File: src/rtl/cube_pkg.sv
`timescale 1ns/1ps
package cube_pkg;
  // Width of a column accumulator: room for the number of one-bit terms,
  // the doubling of duplex pairs and the incoming carry.
  function automatic int col_bits(input int terms);
    return $clog2(terms + 1) + 2;
  endfunction
endpackage

File: src/rtl/duplex_squarer.sv
`timescale 1ns/1ps
module duplex_squarer #(
  parameter int N = 8
) (
  input  logic [N-1:0]   a,
  output logic [2*N-1:0] sq,
  output logic           spill
);
  import cube_pkg::*;
  localparam int W  = 2 * N;
  localparam int CW = col_bits(2 * N);

  for (genvar k = 0; k < W; k++) begin : g_col
    logic [CW-1:0] dup;
    logic [CW-1:0] cin;
    logic [CW-1:0] tot;

    // Duplex of column k: doubled symmetric pairs plus the middle bit.
    always_comb begin
      dup = '0;
      for (int i = 0; i < N; i++) begin
        for (int j = i + 1; j < N; j++) begin
          if (i + j == k) dup = dup + CW'({a[i] & a[j], 1'b0});
        end
        if (2 * i == k) dup = dup + CW'(a[i]);
      end
    end

    if (k == 0) begin : g_first
      assign cin = '0;
    end else begin : g_next
      assign cin = g_col[k-1].tot >> 1;
    end

    assign tot   = dup + cin;
    assign sq[k] = tot[0];
  end

  assign spill = |(g_col[W-1].tot >> 1);
endmodule

File: src/rtl/column_multiplier.sv
`timescale 1ns/1ps
module column_multiplier #(
  parameter int NA = 16,
  parameter int NB = 8
) (
  input  logic [NA-1:0]    a,
  input  logic [NB-1:0]    b,
  output logic [NA+NB-1:0] p,
  output logic             spill
);
  import cube_pkg::*;
  localparam int W  = NA + NB;
  localparam int CW = col_bits(NA + NB);

  for (genvar k = 0; k < W; k++) begin : g_col
    logic [CW-1:0] xsum;
    logic [CW-1:0] cin;
    logic [CW-1:0] tot;

    // Vertical and crosswise products that land in column k.
    always_comb begin
      xsum = '0;
      for (int i = 0; i < NA; i++) begin
        for (int j = 0; j < NB; j++) begin
          if (i + j == k) xsum = xsum + CW'(a[i] & b[j]);
        end
      end
    end

    if (k == 0) begin : g_first
      assign cin = '0;
    end else begin : g_next
      assign cin = g_col[k-1].tot >> 1;
    end

    assign tot  = xsum + cin;
    assign p[k] = tot[0];
  end

  assign spill = |(g_col[W-1].tot >> 1);
endmodule

File: src/rtl/stream_reg.sv
`timescale 1ns/1ps
module stream_reg #(
  parameter int W = 24
) (
  input  logic         clk,
  input  logic         rst,
  input  logic         in_valid,
  output logic         in_ready,
  input  logic [W-1:0] in_data,
  output logic         out_valid,
  input  logic         out_ready,
  output logic [W-1:0] out_data
);
  logic         vld_q;
  logic [W-1:0] dat_q;

  assign in_ready  = !vld_q || out_ready;
  assign out_valid = vld_q;
  assign out_data  = dat_q;

  always_ff @(posedge clk) begin
    if (rst) begin
      vld_q <= 1'b0;
      dat_q <= '0;
    end else if (in_ready) begin
      vld_q <= in_valid;
      if (in_valid) dat_q <= in_data;
    end
  end
endmodule

File: src/rtl/vedic_cube.sv
`timescale 1ns/1ps
module vedic_cube #(
  parameter int N = 8
) (
  input  logic           clk,
  input  logic           rst,
  input  logic           in_valid,
  output logic           in_ready,
  input  logic [N-1:0]   in_operand,
  output logic           out_valid,
  input  logic           out_ready,
  output logic [3*N-1:0] out_cube
);
  localparam int SQW = 2 * N;
  localparam int CBW = 3 * N;

  logic [SQW-1:0] sq_w;
  logic [CBW-1:0] cube_w;
  logic           sq_spill;
  logic           mul_spill;

  duplex_squarer #(.N(N)) sqr_i (
    .a     (in_operand),
    .sq    (sq_w),
    .spill (sq_spill)
  );

  column_multiplier #(.NA(SQW), .NB(N)) mul_i (
    .a     (sq_w),
    .b     (in_operand),
    .p     (cube_w),
    .spill (mul_spill)
  );

  stream_reg #(.W(CBW)) out_i (
    .clk       (clk),
    .rst       (rst),
    .in_valid  (in_valid),
    .in_ready  (in_ready),
    .in_data   (cube_w),
    .out_valid (out_valid),
    .out_ready (out_ready),
    .out_data  (out_cube)
  );
endmodule

File: config.mk
export PLATFORM = sky130hd
export DESIGN_NAME = vedic_cube
export DESIGN_NICKNAME = d
export VERILOG_FILES = /design/src/rtl/cube_pkg.sv /design/src/rtl/duplex_squarer.sv /design/src/rtl/column_multiplier.sv /design/src/rtl/stream_reg.sv /design/src/rtl/vedic_cube.sv
export SDC_FILE = /design/constraint.sdc
export NUM_CORES = 1
export LEC_CHECK = 0
export BUFFER_PORTS_ARGS = -buffer_cell sky130_fd_sc_hd__buf_4
export CAP_MARGIN = 5
export CORE_UTILIZATION = 40
export CTS_BUF_LIST = sky130_fd_sc_hd__clkbuf_8
export CTS_CLUSTER_DIAMETER = 200
export DETAILED_ROUTE_END_ITERATION = 6
export SLEW_MARGIN = 20
export SYNTH_ARGS = -nofsm -noshare
export SYNTH_HDL_FRONTEND = slang
export SYNTH_SLANG_ARGS = --single-unit
File: constraint.sdc
create_clock -name clk -period 36.4 [get_ports clk]
set_input_delay 3.64 -clock clk [delete_from_list [all_inputs] [get_ports clk]]
set_output_delay 3.64 -clock clk [all_outputs]
set_load 0.01 [all_outputs]
## Word-level counts from Yosys, hierarchy flattened

Index checks and enable logic that the tools add are counted.
W data, S select, Z words.

- $add $sub $neg: 153
- Bitwise gates (word level): 148
- Reductions and logical operators: 3

Operator list:

| cell | count |
|---|---|
| $add A7 B7 Y7 | 87 |
| $add A7 B6 Y7 | 23 |
| $and A1 B1 Y1 | 148 |
| $add A7 B2 Y7 | 6 |
| $add A7 B1 Y7 | 4 |
| $add A2 B2 Y3 | 9 |
| $add A6 B1 Y6 | 3 |
| $add A6 B6 Y6 | 2 |
| $add A5 B1 Y5 | 2 |
| $add A2 B1 Y3 | 3 |
| $add A1 B1 Y2 | 4 |
| $add A7 B6 Y7 const B | 1 |
| $add A2 B3 Y3 | 2 |
| $add A3 B5 Y5 | 1 |
| $add A5 B5 Y5 | 1 |
| $add A1 B2 Y2 | 2 |
| $add A3 B1 Y4 | 1 |
| $add A3 B4 Y4 | 1 |
| $add A4 B4 Y4 | 1 |
| $reduce_and A2 Y1 | 1 |
| $logic_not A1 Y1 | 1 |
| $logic_or A1 B1 Y1 | 1 |

- Flip-flop bits (word level): 25
- Input bits: 12

## Depth between registers and ports, before layout

Gate-level depths: netlist of run 1.

- Word-level depth: 26
- Mapped depth: 99
- Gate-level depth less buffers: 98

## By module

A second synthesis of run 1 with hierarchy kept.

- Cell total of the unflattened synthesis: 774
- Area total of the unflattened synthesis: 6,986.7 um^2

By module, submodules not included:

| module | sequential area each (um^2) | times used | area an instance (um^2) | cells an instance |
|---|---|---|---|---|
| column_multiplier | 0.0 | 1 | 4,600.7 | 528 |
| duplex_squarer | 0.0 | 1 | 1,198.6 | 132 |
| stream_reg | 500.5 | 1 | 1,187.4 | 114 |

## Least setup slack after synthesis of run 1

Ideal clock, no wire load.

- Path type: input -> register
- Start point: input port in_operand[0]
- End point: register out_i.dat_q[23] (netlist: out_i.out_data[23])
- Arrival: 32.693 ns
- Data required time: 36.312 ns
- Slack: 3.618 ns
- Setup time: 0.088 ns
- Cell stages on the path: 97
- Cell sequence: clkbuf_1 > and2_1 > ha_1 > inv_1 > fa_1 > inv_1 > ha_1 > nand2_1 > fa_1 > fa_1 > fa_1 > inv_1 > fa_1 > ha_1 > fa_1 > fa_1 > inv_1 > fa_1 > [61 not listed] > inv_1 > fa_1 > fa_1 > ha_1 > inv_1 > fa_1 > inv_1 > ha_1 > fa_1 > inv_1 > fa_1 > inv_1 > ha_1 > ha_1 > xnor2_1 > or3_2 > a22o_1 > a311oi_2

- Cells in the longest elaborated chain, start to end: 26

RTL lines:

| item | line | text |
|---|---|---|
| from (decl) | vedic_cube.sv:9 | `input logic [N-1:0] in_operand,` |
| $and A1 B1 Y1 | duplex_squarer.sv:23, column_multiplier.sv:25 |  |
| $add A2 B1 Y3 | duplex_squarer.sv:25 | `if (2 * i == k) dup = dup + CW'(a[i]);` |
| $add A7 B1 Y7 | duplex_squarer.sv:35 | `assign tot = dup + cin;` |
| $add A7 B6 Y7 | duplex_squarer.sv:35 |  |
| $add A7 B6 Y7 or $and A1 B1 Y1 (tied branches) | duplex_squarer.sv:35, column_multiplier.sv:25 |  |
| $add A7 B6 Y7 (tied with other cells) (5 in series) | duplex_squarer.sv:35 |  |
| $and A1 B1 Y1 (tied with other cells) | column_multiplier.sv:25 | `if (i + j == k) xsum = xsum + CW'(a[i] & b[j]);` |
| $add A7 B7 Y7 (tied with other cells) (5 in series) | column_multiplier.sv:25 |  |
| $add A7 B7 Y7 or $add A7 B6 Y7 (tied branches) (2 in series) | column_multiplier.sv:25, column_multiplier.sv:36 |  |
| $add A7 B6 Y7 (3 in series) | column_multiplier.sv:36 | `assign tot = xsum + cin;` |
| $add A6 B6 Y6 | column_multiplier.sv:36 |  |
| $add A5 B5 Y5 | column_multiplier.sv:36 |  |
| $add A4 B4 Y4 | column_multiplier.sv:36 |  |
| $add A2 B3 Y3 | column_multiplier.sv:36 |  |
| $add A1 B2 Y2 * | column_multiplier.sv:36 |  |
| to (signal assigned) | stream_reg.sv:27 | `if (in_valid) dat_q <= in_data;` |
| to (decl) | stream_reg.sv:15 | `logic [W-1:0] dat_q;` |

Every way passes the cells marked *; elsewhere a longest branch is shown, timed or not.
A chain may end at the register's enable or synchronous reset.

## Worst setup path after layout of run 1

Same ends and word-level chain as after synthesis.

==> results of run 1 <==
sequential cells by signal, indices dropped and copies added (netlist names):
name and flops:
out_i.out_valid 1, out_i.out_data 24
cell type report:
class                   instances  area (µm²)  area share [%]
well taps                     211         264            3.88
clock buffers                   3        41.3           0.606
multi-input cells             545        5280            77.6
flip-flops and latches         25         500            7.35
repair buffers                 38         285            4.19
clock inverters                 1        8.76           0.129
inverters                     114         428            6.28
synth_stat cells:
cell and instances:
a311oi_2 1, o211ai_1 1, conb_1 1, a21oi_1 35
inv_1 114, o21bai_1 2, nand3_1 1, a21o_1 25
o2bb2ai_2 1, or4_4 1, nand2b_1 12, xor2_1 13
a22o_1 1, nand2_1 94, nand3_2 1, or3_2 1
fa_1 85, nand4_1 1, dfxtp_1 25, a211oi_1 11
o21ai_0 7, ha_1 135, a31oi_1 1, and2_1 57
nor2_1 13, xnor2_1 28, nor2b_1 17, clkbuf_1 23
stage by stage:
stage,setup slack (ns),utilization (%)
after floorplan,3.62,-
after global routing,1.63,44.6
after CTS,2.71,44.6
final,2.88,44.6
after detailed placement,2.46,44.3
after global placement,2.85,44.3
worst max-delay path, delay by kind of cell:
family / cells / cell delay (ns)
buf+inv: 28 / 1.86
xor+xnor: 1 / 0.13
compound gates: 2 / 0.49
fa+ha+maj: 62 / 26.75
simple gates: 3 / 0.77
per-layer routing:
layer	vias up	routed length, µm
li1	2268	-
met1	2203	6110
met2	52	6590
met3	7	267
met4	0	61
met5	-	0
cells in the final DEF, fill, tap and decap left out, types with 13 or more instances in the layout:
master,instances
a21o_1,25
a21oi_1,35
and2_1,56
buf_4,38
dfxtp_1,25
fa_1,85
ha_1,135
inv_1,114
nand2_1,94
nor2_1,13
nor2b_1,17
xnor2_1,28
xor2_1,13
worst paths after layout:
path / slack (ns) / endpoint / start
setup reg to reg: 34.94 / out_i.out_data[23] / out_i.out_valid
hold reg to reg: 0.46 / out_i.out_data[2] / out_i.out_data[2]
setup / recovery: 2.88 / out_i.out_data[23] / in_operand[0]
hold / removal: 0.46 / out_i.out_data[2] / out_i.out_data[2]
logic make-up (layout without fill, tap and decap cells):
| group | after synthesis | count (layout) |
|---|---|---|
| DFF | 25 | 25 |
| xor gates and xnor gates | 41 | 41 |
| buffers and inverters | 137 | 156 |
| other | 1 | 1 |
| and+or+nand+nor | 198 | 198 |
| AOI/OAI and AO/OA | 85 | 85 |
| adders and majority gates | 220 | 220 |
==> metrics.md, run 1 <==
| Metric | Value |
|---|---|
| Post-synthesis xor/xnor area fraction | `under 10%` |
| Wire per inst | `between 10 and 15 µm` |
| Mapped Avg Cell Area | `approximately 8.9 µm²` |
| Compound-Gate Fraction of Synth Area | `just under 9%` |
| Reg2reg path depth | `4` |
| Number of buffers added on ports | `37` |
| Clock Sinks | `25` |
| Mapped Nets | `~940` |
| Die ar. | `~16000 µm²` |
| Req. time, crit path | `36.59 ns` |
| Ys Warns | `0` |
| Endpoint class of the critical path | `flop` |
| Fillers | `1482` |
| DRC | `0` |
| CTS clock-pin slew for the worst setup and hold paths | `around 0.09 ns` |
| Max H-tree Level | `1` |
| Die height | `127 µm` |
| Synth area leaders | `fa_1 (27%), ha_1 (27%), dfxtp_1 (7.9%)` |
| Via/cell ratio | `roughly 4.8` |
| Root buf cell | `clkbuf_8` |
| Mux cell area share after synthesis | `0%` |
| Antenna cells | `0` |
| Status | `complete, no violations` |
| Yosys cell types | `28` |
| Vias in the first global route | `a little under 5000` |
| Crit path time final | `33.52 ns` |
| Max Root-Sink Buffers | `2` |
| First-pass GRT wire length | `between 20 and 25 mm` |
| Final hold slack | `roughly 0.46 ns` |
| Post-CTS setup repair buffer count | `0` |
| Critical path's slowest cell | `fa_1` |
| Worst slew pin tran | `0.631 ns` |
| Yosys reg bits | `25` |
| Critical-path maximum fanout | `23` |
| Sequential-to-total area share from yosys stat | `slightly below 8%` |
| Worst-Skew Late Latency | `0.27 ns` |
| GR Layer Usage met2 | `about a third` |
| Fmax | `around 30 MHz` |
| CP Launch Type | `input pin` |
| Syn Inst Count | `707` |
| Hold Fails Final Rpt | `0` |
| Synth Area in Simple Gates | `around 16%` |
| Layout net count | `about 960` |
| Cts repair resizes | `0` |
| Placed Cells | `933` |
| Most Frequent Cell on Critical Path | `fa_1` |
| Num ports | `38` |
| Max transition margin | `approximately 58%` |
| Worst path max stage delay | `around 0.55 ns` |
| Max cap viols | `0` |
| CORE AREA | `~15000 µm²` |
| TNS Setup | `0 ns` |
| GR Layer Usage met1 | `a little under a quarter` |
| Largest family of logic cells by synthesized area | `adder cells` |
| RSZ-0062 raised after global routing | `no` |
| Mapped Area | `6300 µm²` |
| Crit path DAT | `approximately 34 ns` |
| Finished Layout Cells | `937` |
| Starting Density | `about two fifths` |
| Site Rows | `between 40 and 50` |
| DP Area | `6760 µm²` |
| Most Crowded Layer GR | `met2` |
| Router iterations before antenna repair | `4` |
| Number of antenna-violating nets in the routed design | `0` |
| Share of cells above drive strength 1 | `6.61%` |
| Dpl hpwl | `~11 mm` |
| Hold path cells | `2` |
| Routed via count | `around 4500` |
| GR Overflow Total | `0` |
| Hold Buf Count CTS | `0` |
| Worst min path class | `reg2reg` |
| Die Wd | `roughly 130 µm` |
| Synth area leader | `fa_1` |
| Max-slew violations | `0` |
| Routed Wire Length | `roughly 13 mm` |
| Initial antenna violation count | `0` |
| Fin area | `between 6000 and 7000 µm²` |
| CTS tree | `done` |
| Setup CP Type | `in2reg` |
| Setup violators final | `0` |
| Layout overhead on the synthesized area | `8.17%` |
| Gr usage total | `17.2%` |
| Post-synthesis adder-cell area fraction | `53.9%` |
| Top cell type's share of synthesized area | `between 20% and 30%` |
| Worst Skew | `roughly 0.0088 ns` |
| Final worst-path cycle share | `between 90 and 100%` |
| DRT iter0 DRCs | `approximately 100` |
| Global placer's final weighted congestion | `around 0.77` |
| Pin count of the biggest net entering global routing | `37` |
| GRT met3 Usage | `less than 1%` |
| TritonCTS Buffers | `3` |
Power of run 1 is left out: the tool's default activity adds up to more than one toggle a clock period on the data nets, which glitch-free logic cannot reach.
==> run 2: changes to the inputs <==
--- a/config.mk
+++ b/config.mk
@@ -5,12 +5,14 @@
 export SDC_FILE = /design/constraint.sdc
 export NUM_CORES = 1
 export LEC_CHECK = 0
-export BUFFER_PORTS_ARGS = -buffer_cell sky130_fd_sc_hd__buf_4
 export CAP_MARGIN = 5
+export CORE_ASPECT_RATIO = 0.8
 export CORE_UTILIZATION = 40
 export CTS_BUF_LIST = sky130_fd_sc_hd__clkbuf_8
 export CTS_CLUSTER_DIAMETER = 200
 export DETAILED_ROUTE_END_ITERATION = 6
+export DONT_BUFFER_PORTS = 1
+export RECOVER_POWER = 50
 export SLEW_MARGIN = 20
 export SYNTH_ARGS = -nofsm -noshare
 export SYNTH_HDL_FRONTEND = slang
==> run 2 against run 1 <==
  * First-iteration DRC count increased by 69%
  * Routed wire length decreased by 1.0%
  * Largest cell class unchanged
  * Sequential share of layout area increased by 0.33 points
==> metrics.md, run 2 (synthesis gave the netlist of run 1 again) <==
| Metric | Value |
|---|---|
| Share of cells above drive strength 1 | `1.31% (was 6.61%)` |
| Worst path max stage delay | `0.55 ns (about the same)` |
| Layout net count | `921 (was 959)` |
| Die height | `114 µm (was 127 µm)` |
| DRT iter0 DRCs | `176 (was 104)` |
| Reg2reg setup slack | `34.84 ns (was 34.94 ns)` |
| Gr usage total | `17.2% (about the same)` |
| Hold path cells | `2 (unchanged)` |
| Router iterations before antenna repair | `4 (unchanged)` |
| Layout overhead on the synthesized area | `3.54% (was 8.17%)` |
| Most common cell after layout, fill and taps aside | `ha_1 (unchanged)` |
| Die Wd | `142 µm (was 127 µm)` |
| TritonCTS Buffers | `3 (unchanged)` |
| Crit path time final | `33.50 ns (was 33.52 ns)` |
| Reg2reg path depth | `4 (unchanged)` |
| Max-slew violations | `0 (unchanged)` |
| Pin count of the biggest net entering global routing | `37 (unchanged)` |
| Multi-input gate area | `5280 µm² (unchanged)` |
| Global placer's final weighted congestion | `0.807 (was 0.772)` |
| Utilization after layout | `42.8% (was 44.6%)` |
| Via/cell ratio | `4.98 (was 4.83)` |
| Max reg flops | `24 (unchanged)` |
| Cts repair resizes | `0 (unchanged)` |
| Hold Buf Count CTS | `0 (unchanged)` |
| Clock Sinks | `25 (unchanged)` |
| Worst reg2reg path endpoint | `out_i.out_data[23] (unchanged)` |
| Worst min-delay path startpoint | `out_i.out_data[3] (was out_i.out_data[2])` |
| Root buf cell | `clkbuf_8 (unchanged)` |
| Register Area | `500 µm² (unchanged)` |
| Crit path DAT | `33.68 ns (was 33.72 ns)` |
| Placed Cells | `894 (was 933)` |
| CTS clock-pin slew for the worst setup and hold paths | `0.08 ns (was 0.09 ns)` |
| Setup CP Type | `in2reg (unchanged)` |
| Critical-path maximum fanout | `21 (was 23)` |
| Die ar. | `16200 µm² (about the same)` |
| Reg2reg start | `out_i.out_valid (unchanged)` |
| Hold Fails Final Rpt | `0 (unchanged)` |
| Routed Wire Length | `12.9 mm (was 13.0 mm)` |
| Worst-Skew Late Latency | `0.26 ns (was 0.27 ns)` |
| CP Launch Type | `input pin (unchanged)` |
| CORE AREA | `15200 µm² (was 15300 µm²)` |
| Site Rows | `40 (was 45)` |
| Critical path's slowest cell | `fa_1 (unchanged)` |
| Fillers | `1524 (was 1482)` |
| Max Root-Sink Buffers | `2 (unchanged)` |
| Num ports | `38 (unchanged)` |
| Number of antenna-violating nets in the routed design | `0 (unchanged)` |
| Endpoint class of the critical path | `flop (unchanged)` |
| Max cap viols | `0 (unchanged)` |
| Dpl hpwl | `10.7 mm (about the same)` |
| Finished Layout Cells | `898 (was 937)` |
| Routed via count | `4472 (was 4530)` |
| TNS Setup | `0 ns (unchanged)` |
| Antenna cells | `0 (unchanged)` |
| Wire per inst | `14.4 µm (was 13.9 µm)` |
| Vias in the first global route | `4812 (was 4813)` |
| RSZ-0062 raised after global routing | `no (unchanged)` |
| Final worst-path cycle share | `92.0% (was 92.1%)` |
| Number of buffers added on ports | `0 (was 37)` |
| Fmax | `29.9 MHz (was 29.8 MHz)` |
| Worst min path class | `reg2reg (unchanged)` |
| Most frequent cells in the layout | `ha_1 (135), inv_1 (115), nand2_1 (94), fa_1 (85), and2_1 (56) (was ha_1 (135), inv_1 (114), nand2_1 (94), fa_1 (85), and2_1 (56))` |
| Most Frequent Cell on Critical Path | `fa_1 (unchanged)` |
| Max transition margin | `54.2% (was 57.9%)` |
| Post-CTS setup repair buffer count | `0 (unchanged)` |
| CTS tree | `done (unchanged)` |
| Initial antenna violation count | `0 (unchanged)` |
| Hold EP | `out_i.out_data[3] (was out_i.out_data[2])` |
| Worst Skew | `0.00612 ns (was 0.00879 ns)` |
| Starting Density | `41.4% (was 41.3%)` |
| First-pass GRT wire length | `22.8 mm (about the same)` |
| DRC | `0 (unchanged)` |
| Worst slew pin tran | `0.682 ns (was 0.631 ns)` |
| Status | `complete, no violations (unchanged)` |
| GR Overflow Total | `0 (unchanged)` |
| Req. time, crit path | `36.58 ns (was 36.59 ns)` |
| Max H-tree Level | `1 (unchanged)` |
| Setup violators final | `0 (unchanged)` |
run 2: cell types whose count changed in the layout (fill, tap and decap cells not counted), sizes merged:
cell  before  now
buf       38    0
run 2: critical path: cells and delay by family:
kind	cells	cell delay, ns
compound gates	2	0.49
simple gates	3	0.73
buf+inv	27	1.66
fa+ha+maj	62	26.98
xor+xnor	1	0.13
run 2: stage by stage:
stage,instance area (µm²),setup WS (ns),hold slack [ns]
6_report,6520,2.90,0.496
5_1_grt,6520,1.80,0.519
4_1_cts,6520,2.78,0.500
3_5_place_dp,6470,2.53,0.490
3_3_place_gp,6470,3.04,0.485
2_1_floorplan,6300,3.62,0.481
run 2: layout make-up:
type	instances	area share, %
clock inverters	1	0.0576
inverters	114	6.56
clock buffers	3	0.633
multi-input cells	545	81.0
flip-flops and latches	25	7.68
well taps	210	4.03
run 2: worst max path at each step:
stage,from,end,slack (ns),cells after the start
final,in_operand[2],out_i.out_data[23],2.90,95
after global routing,in_operand[2],out_i.out_data[23],1.80,95
after CTS,in_operand[2],out_i.out_data[23],2.78,95
after detailed placement,in_operand[2],out_i.out_data[23],2.53,95
after global placement,in_operand[2],out_i.out_data[23],3.04,95
after floorplan,in_operand[0],out_i.out_data[23],3.62,97
run 2: per-layer routing:
| metal | vias up | global-route usage (%) | wire [µm] |
|---|---|---|---|
| li1 | 2189 | - | - |
| met1 | 2205 | 23.6 | 6120 |
| met2 | 71 | 29.8 | 6090 |
| met3 | 7 | 1.63 | 586 |
| met4 | 0 | 2.29 | 100 |
| met5 | - | 0 | 0 |
Power of run 2 is left out for the same reason.
==> run 3: changes to the inputs <==
--- a/config.mk
+++ b/config.mk
@@ -5,6 +5,7 @@
 export SDC_FILE = /design/constraint.sdc
 export NUM_CORES = 1
 export LEC_CHECK = 0
+export ABC_AREA = 1
 export CAP_MARGIN = 5
 export CORE_ASPECT_RATIO = 0.8
 export CORE_UTILIZATION = 40
==> run 3 against run 2 <==
  * Fmax increased by 1.9%
  * Critical path depth increased by 5
  * Register-to-register slack got worse by 0.09 ns
  * Clock skew decreased by 0.0052 ns
  * Via count increased by 5.0%
  * Global-route usage about the same
  * First-iteration DRC count decreased by 6.8%
  * Setup slack improved by 0.62 ns
  * Core utilization increased by 0.21 points
  * Routed wire length increased by 0.84%
  * Sequential share of layout area decreased by 0.087 points
  * Area after synthesis increased by 1.6%
  * Critical path type unchanged
  * Critical endpoint unchanged
==> metrics.md, run 3 <==
| Metric | Value |
|---|---|
| Status | `complete, no violations (unchanged)` |
| Crit path time final | `32.88 ns (was 33.50 ns)` |
| Gr usage total | `17.1% (was 17.2%)` |
| Mapped Area | `6400 µm² (was 6300 µm²)` |
| Top cell type's share of synthesized area | `26.6% (was 27.0%)` |
| CTS tree | `done (unchanged)` |
| Max H-tree Level | `1 (unchanged)` |
| Layout overhead on the synthesized area | `3.05% (was 3.54%)` |
| Max reg flops | `24 (unchanged)` |
| Req. time, crit path | `36.57 ns (was 36.58 ns)` |
| Critical path's slowest cell | `fa_1 (unchanged)` |
| End of the critical path | `out_i.out_data[23] (unchanged)` |
| Most common cell in the netlist | `nand2_1 (was ha_1)` |
| Reg2reg start | `out_i.out_valid (unchanged)` |
| Synth area leader | `fa_1 (unchanged)` |
| First-pass GRT wire length | `22.8 mm (about the same)` |
| Via/cell ratio | `4.72 (was 4.98)` |
| CTS clock-pin slew for the worst setup and hold paths | `0.08 ns (about the same)` |
| Endpoint class of the critical path | `flop (unchanged)` |
| Routed via count | `4695 (was 4472)` |
| Site Rows | `40 (unchanged)` |
| Yosys cell types | `27 (was 28)` |
| TritonCTS Buffers | `3 (unchanged)` |
| Yosys reg bits | `25 (unchanged)` |
| Routed Wire Length | `13.0 mm (was 12.9 mm)` |
| Finished Layout Cells | `995 (was 898)` |
| Layout net count | `1018 (was 921)` |
| Most Frequent Cell on Critical Path | `fa_1 (unchanged)` |
| RSZ-0062 raised after global routing | `no (unchanged)` |
| Worst path max stage delay | `0.55 ns (about the same)` |
| Cts repair resizes | `0 (unchanged)` |
| Most frequent cells in the layout | `nand2_1 (196), inv_1 (177), ha_1 (135), fa_1 (85), a21oi_1 (35) (was ha_1 (135), inv_1 (115), nand2_1 (94), fa_1 (85), and2_1 (56))` |
| CORE AREA | `15300 µm² (was 15200 µm²)` |
| Setup violators final | `0 (unchanged)` |
| Die Wd | `143 µm (was 142 µm)` |
| Pin count of the biggest net entering global routing | `38 (was 37)` |
| CP Launch Type | `input pin (unchanged)` |
| DRC | `0 (unchanged)` |
| Max transition margin | `63.7% (was 54.2%)` |
| Mapped Nets | `1041 (was 939)` |
| Root buf cell | `clkbuf_8 (unchanged)` |
| Synth area leaders | `fa_1 (27%), ha_1 (26%), nand2_1 (11%) (was fa_1 (27%), ha_1 (27%), dfxtp_1 (7.9%))` |
| Wire per inst | `13.1 µm (was 14.4 µm)` |
| Max Root-Sink Buffers | `2 (unchanged)` |
| GR Overflow Total | `0 (unchanged)` |
| Number of antenna-violating nets in the routed design | `0 (unchanged)` |
| Sequential-to-total area share from yosys stat | `7.82% (was 7.95%)` |
| Setup CP Type | `in2reg (unchanged)` |
| Worst reg2reg path endpoint | `out_i.out_data[18] (was out_i.out_data[23])` |
| Dpl hpwl | `10.9 mm (was 10.7 mm)` |
| Initial antenna violation count | `0 (unchanged)` |
| Max-slew violations | `0 (unchanged)` |
| TNS Setup | `0 ns (unchanged)` |
| Top cells by count, synth | `nand2_1 (196), inv_1 (176), ha_1 (135) (was ha_1 (135), inv_1 (114), nand2_1 (94))` |
| Die height | `115 µm (was 114 µm)` |
| Most common cell after layout, fill and taps aside | `nand2_1 (was ha_1)` |
| Starting Density | `41.8% (was 41.4%)` |
| Die ar. | `16500 µm² (was 16200 µm²)` |
| Global placer's final weighted congestion | `0.798 (was 0.807)` |
| Reg2reg path depth | `5 (was 4)` |
| Post-CTS setup repair buffer count | `0 (unchanged)` |
| Worst slew pin tran | `0.544 ns (was 0.682 ns)` |
| Crit path DAT | `33.04 ns (was 33.68 ns)` |
| Clock Sinks | `25 (unchanged)` |
| Num ports | `38 (unchanged)` |
| Router iterations before antenna repair | `4 (unchanged)` |
| Max cap viols | `0 (unchanged)` |
| Worst Skew | `0.000967 ns (was 0.00612 ns)` |
| Placed Cells | `991 (was 894)` |
| Final worst-path cycle share | `90.3% (was 92.0%)` |
| Number of buffers added on ports | `0 (unchanged)` |
| Synth Flop Type | `dfxtp_1 (unchanged)` |
| Critical-path maximum fanout | `22 (was 21)` |
| Antenna cells | `0 (unchanged)` |
| Post-synth EDFFs | `0 (unchanged)` |
| Fmax | `30.4 MHz (was 29.9 MHz)` |
| Share of cells above drive strength 1 | `1.02% (was 1.31%)` |
| Reg2reg setup slack | `34.75 ns (was 34.84 ns)` |
| Post-synth ARST share | `0% (unchanged)` |
| Vias in the first global route | `4839 (was 4812)` |
| Worst min path class | `reg2reg (unchanged)` |
| Worst-Skew Late Latency | `0.26 ns (about the same)` |
| Hold Buf Count CTS | `0 (unchanged)` |
| DRT iter0 DRCs | `164 (was 176)` |
| Syn Inst Count | `809 (was 707)` |
| Hold Fails Final Rpt | `0 (unchanged)` |
| Crit path from | `in_operand[2] (unchanged)` |
| Mapped Avg Cell Area | `7.91 µm² (was 8.91 µm²)` |
| Ys Warns | `0 (unchanged)` |
-- run 3: cell types whose count changed after synthesis, moves of 12 or more --
cell | before | now
nand2b_1 | 12 | 0
nor2_1 | 13 | 27
xnor2_1 | 28 | 15
inv_1 | 114 | 176
nor2b_1 | 17 | 0
a21o_1 | 25 | 0
nand3_1 | 1 | 21
nand2_1 | 94 | 196
and2_1 | 57 | 0
-- run 3: worst min path at each step --
| stage | start | to | slack (ns) | cells after the start |
|---|---|---|---|---|
| after floorplan | out_i.out_data[12] | out_i.out_data[12] | 0.49 | 2 |
| after global routing | out_i.out_data[19] | out_i.out_data[19] | 0.53 | 2 |
| after detailed placement | out_i.out_data[19] | out_i.out_data[19] | 0.50 | 2 |
| after global placement | out_i.out_data[3] | out_i.out_data[3] | 0.50 | 2 |
| final | out_i.out_data[19] | out_i.out_data[19] | 0.51 | 2 |
| after CTS | out_i.out_data[19] | out_i.out_data[19] | 0.51 | 2 |
-- run 3: final cells by class --
class / instances / area [µm²]
flip-flops and latches: 25 / 500
well taps: 210 / 263
inverters: 179 / 672
clock inverters: 1 / 3.75
multi-input cells: 577 / 5110
clock buffers: 3 / 41.3
fillers: 1606 / 8720
-- run 3: per-layer routing --
layer  share of wire, %  GRT usage (%)  vias to the layer above  routed length [µm]
met2                 42           28.0                       74                5460
met5                  0              0                        -                   0
li1                   -              -                     2412                   -
met3                4.1          0.958                       10                 530
met4               0.88           2.55                        0                 114
met1                 53           25.4                     2199                6890
-- run 3: critical path, delay by kind of cell --
kind	cells	cell delay (ns)
buf+inv	29	1.67
xor+xnor	2	0.38
simple gates	7	0.56
fa+ha+maj	62	26.74
-- run 3: logic make-up (layout without fill, tap and decap cells) --
group           after synthesis  after routing  share of synthesized area, %
compound gates               67             67                          5.96
xor+xnor                     40             40                          5.59
fa+ha+maj                   220            220                          53.0
buf+inv                     207            183                          12.3
flops                        25             25                          7.82
other cells                   1              1                        0.0586
simple gates                249            249                          15.3
-- run 3: metrics by stage --
| step | hold slack [ns] | util [%] | worst slack (ns) | cell area [µm²] |
|---|---|---|---|---|
| floorplan | 0.490 | - | 4.06 | 6400 |
| global placement | 0.495 | 42.8 | 3.51 | 6550 |
| detailed placement | 0.495 | 42.8 | 3.19 | 6550 |
| CTS | 0.508 | 43.1 | 3.43 | 6590 |
| global route | 0.526 | 43.1 | 2.31 | 6590 |
| finish | 0.506 | 43.1 | 3.52 | 6590 |
Power of run 3 is left out for the same reason.
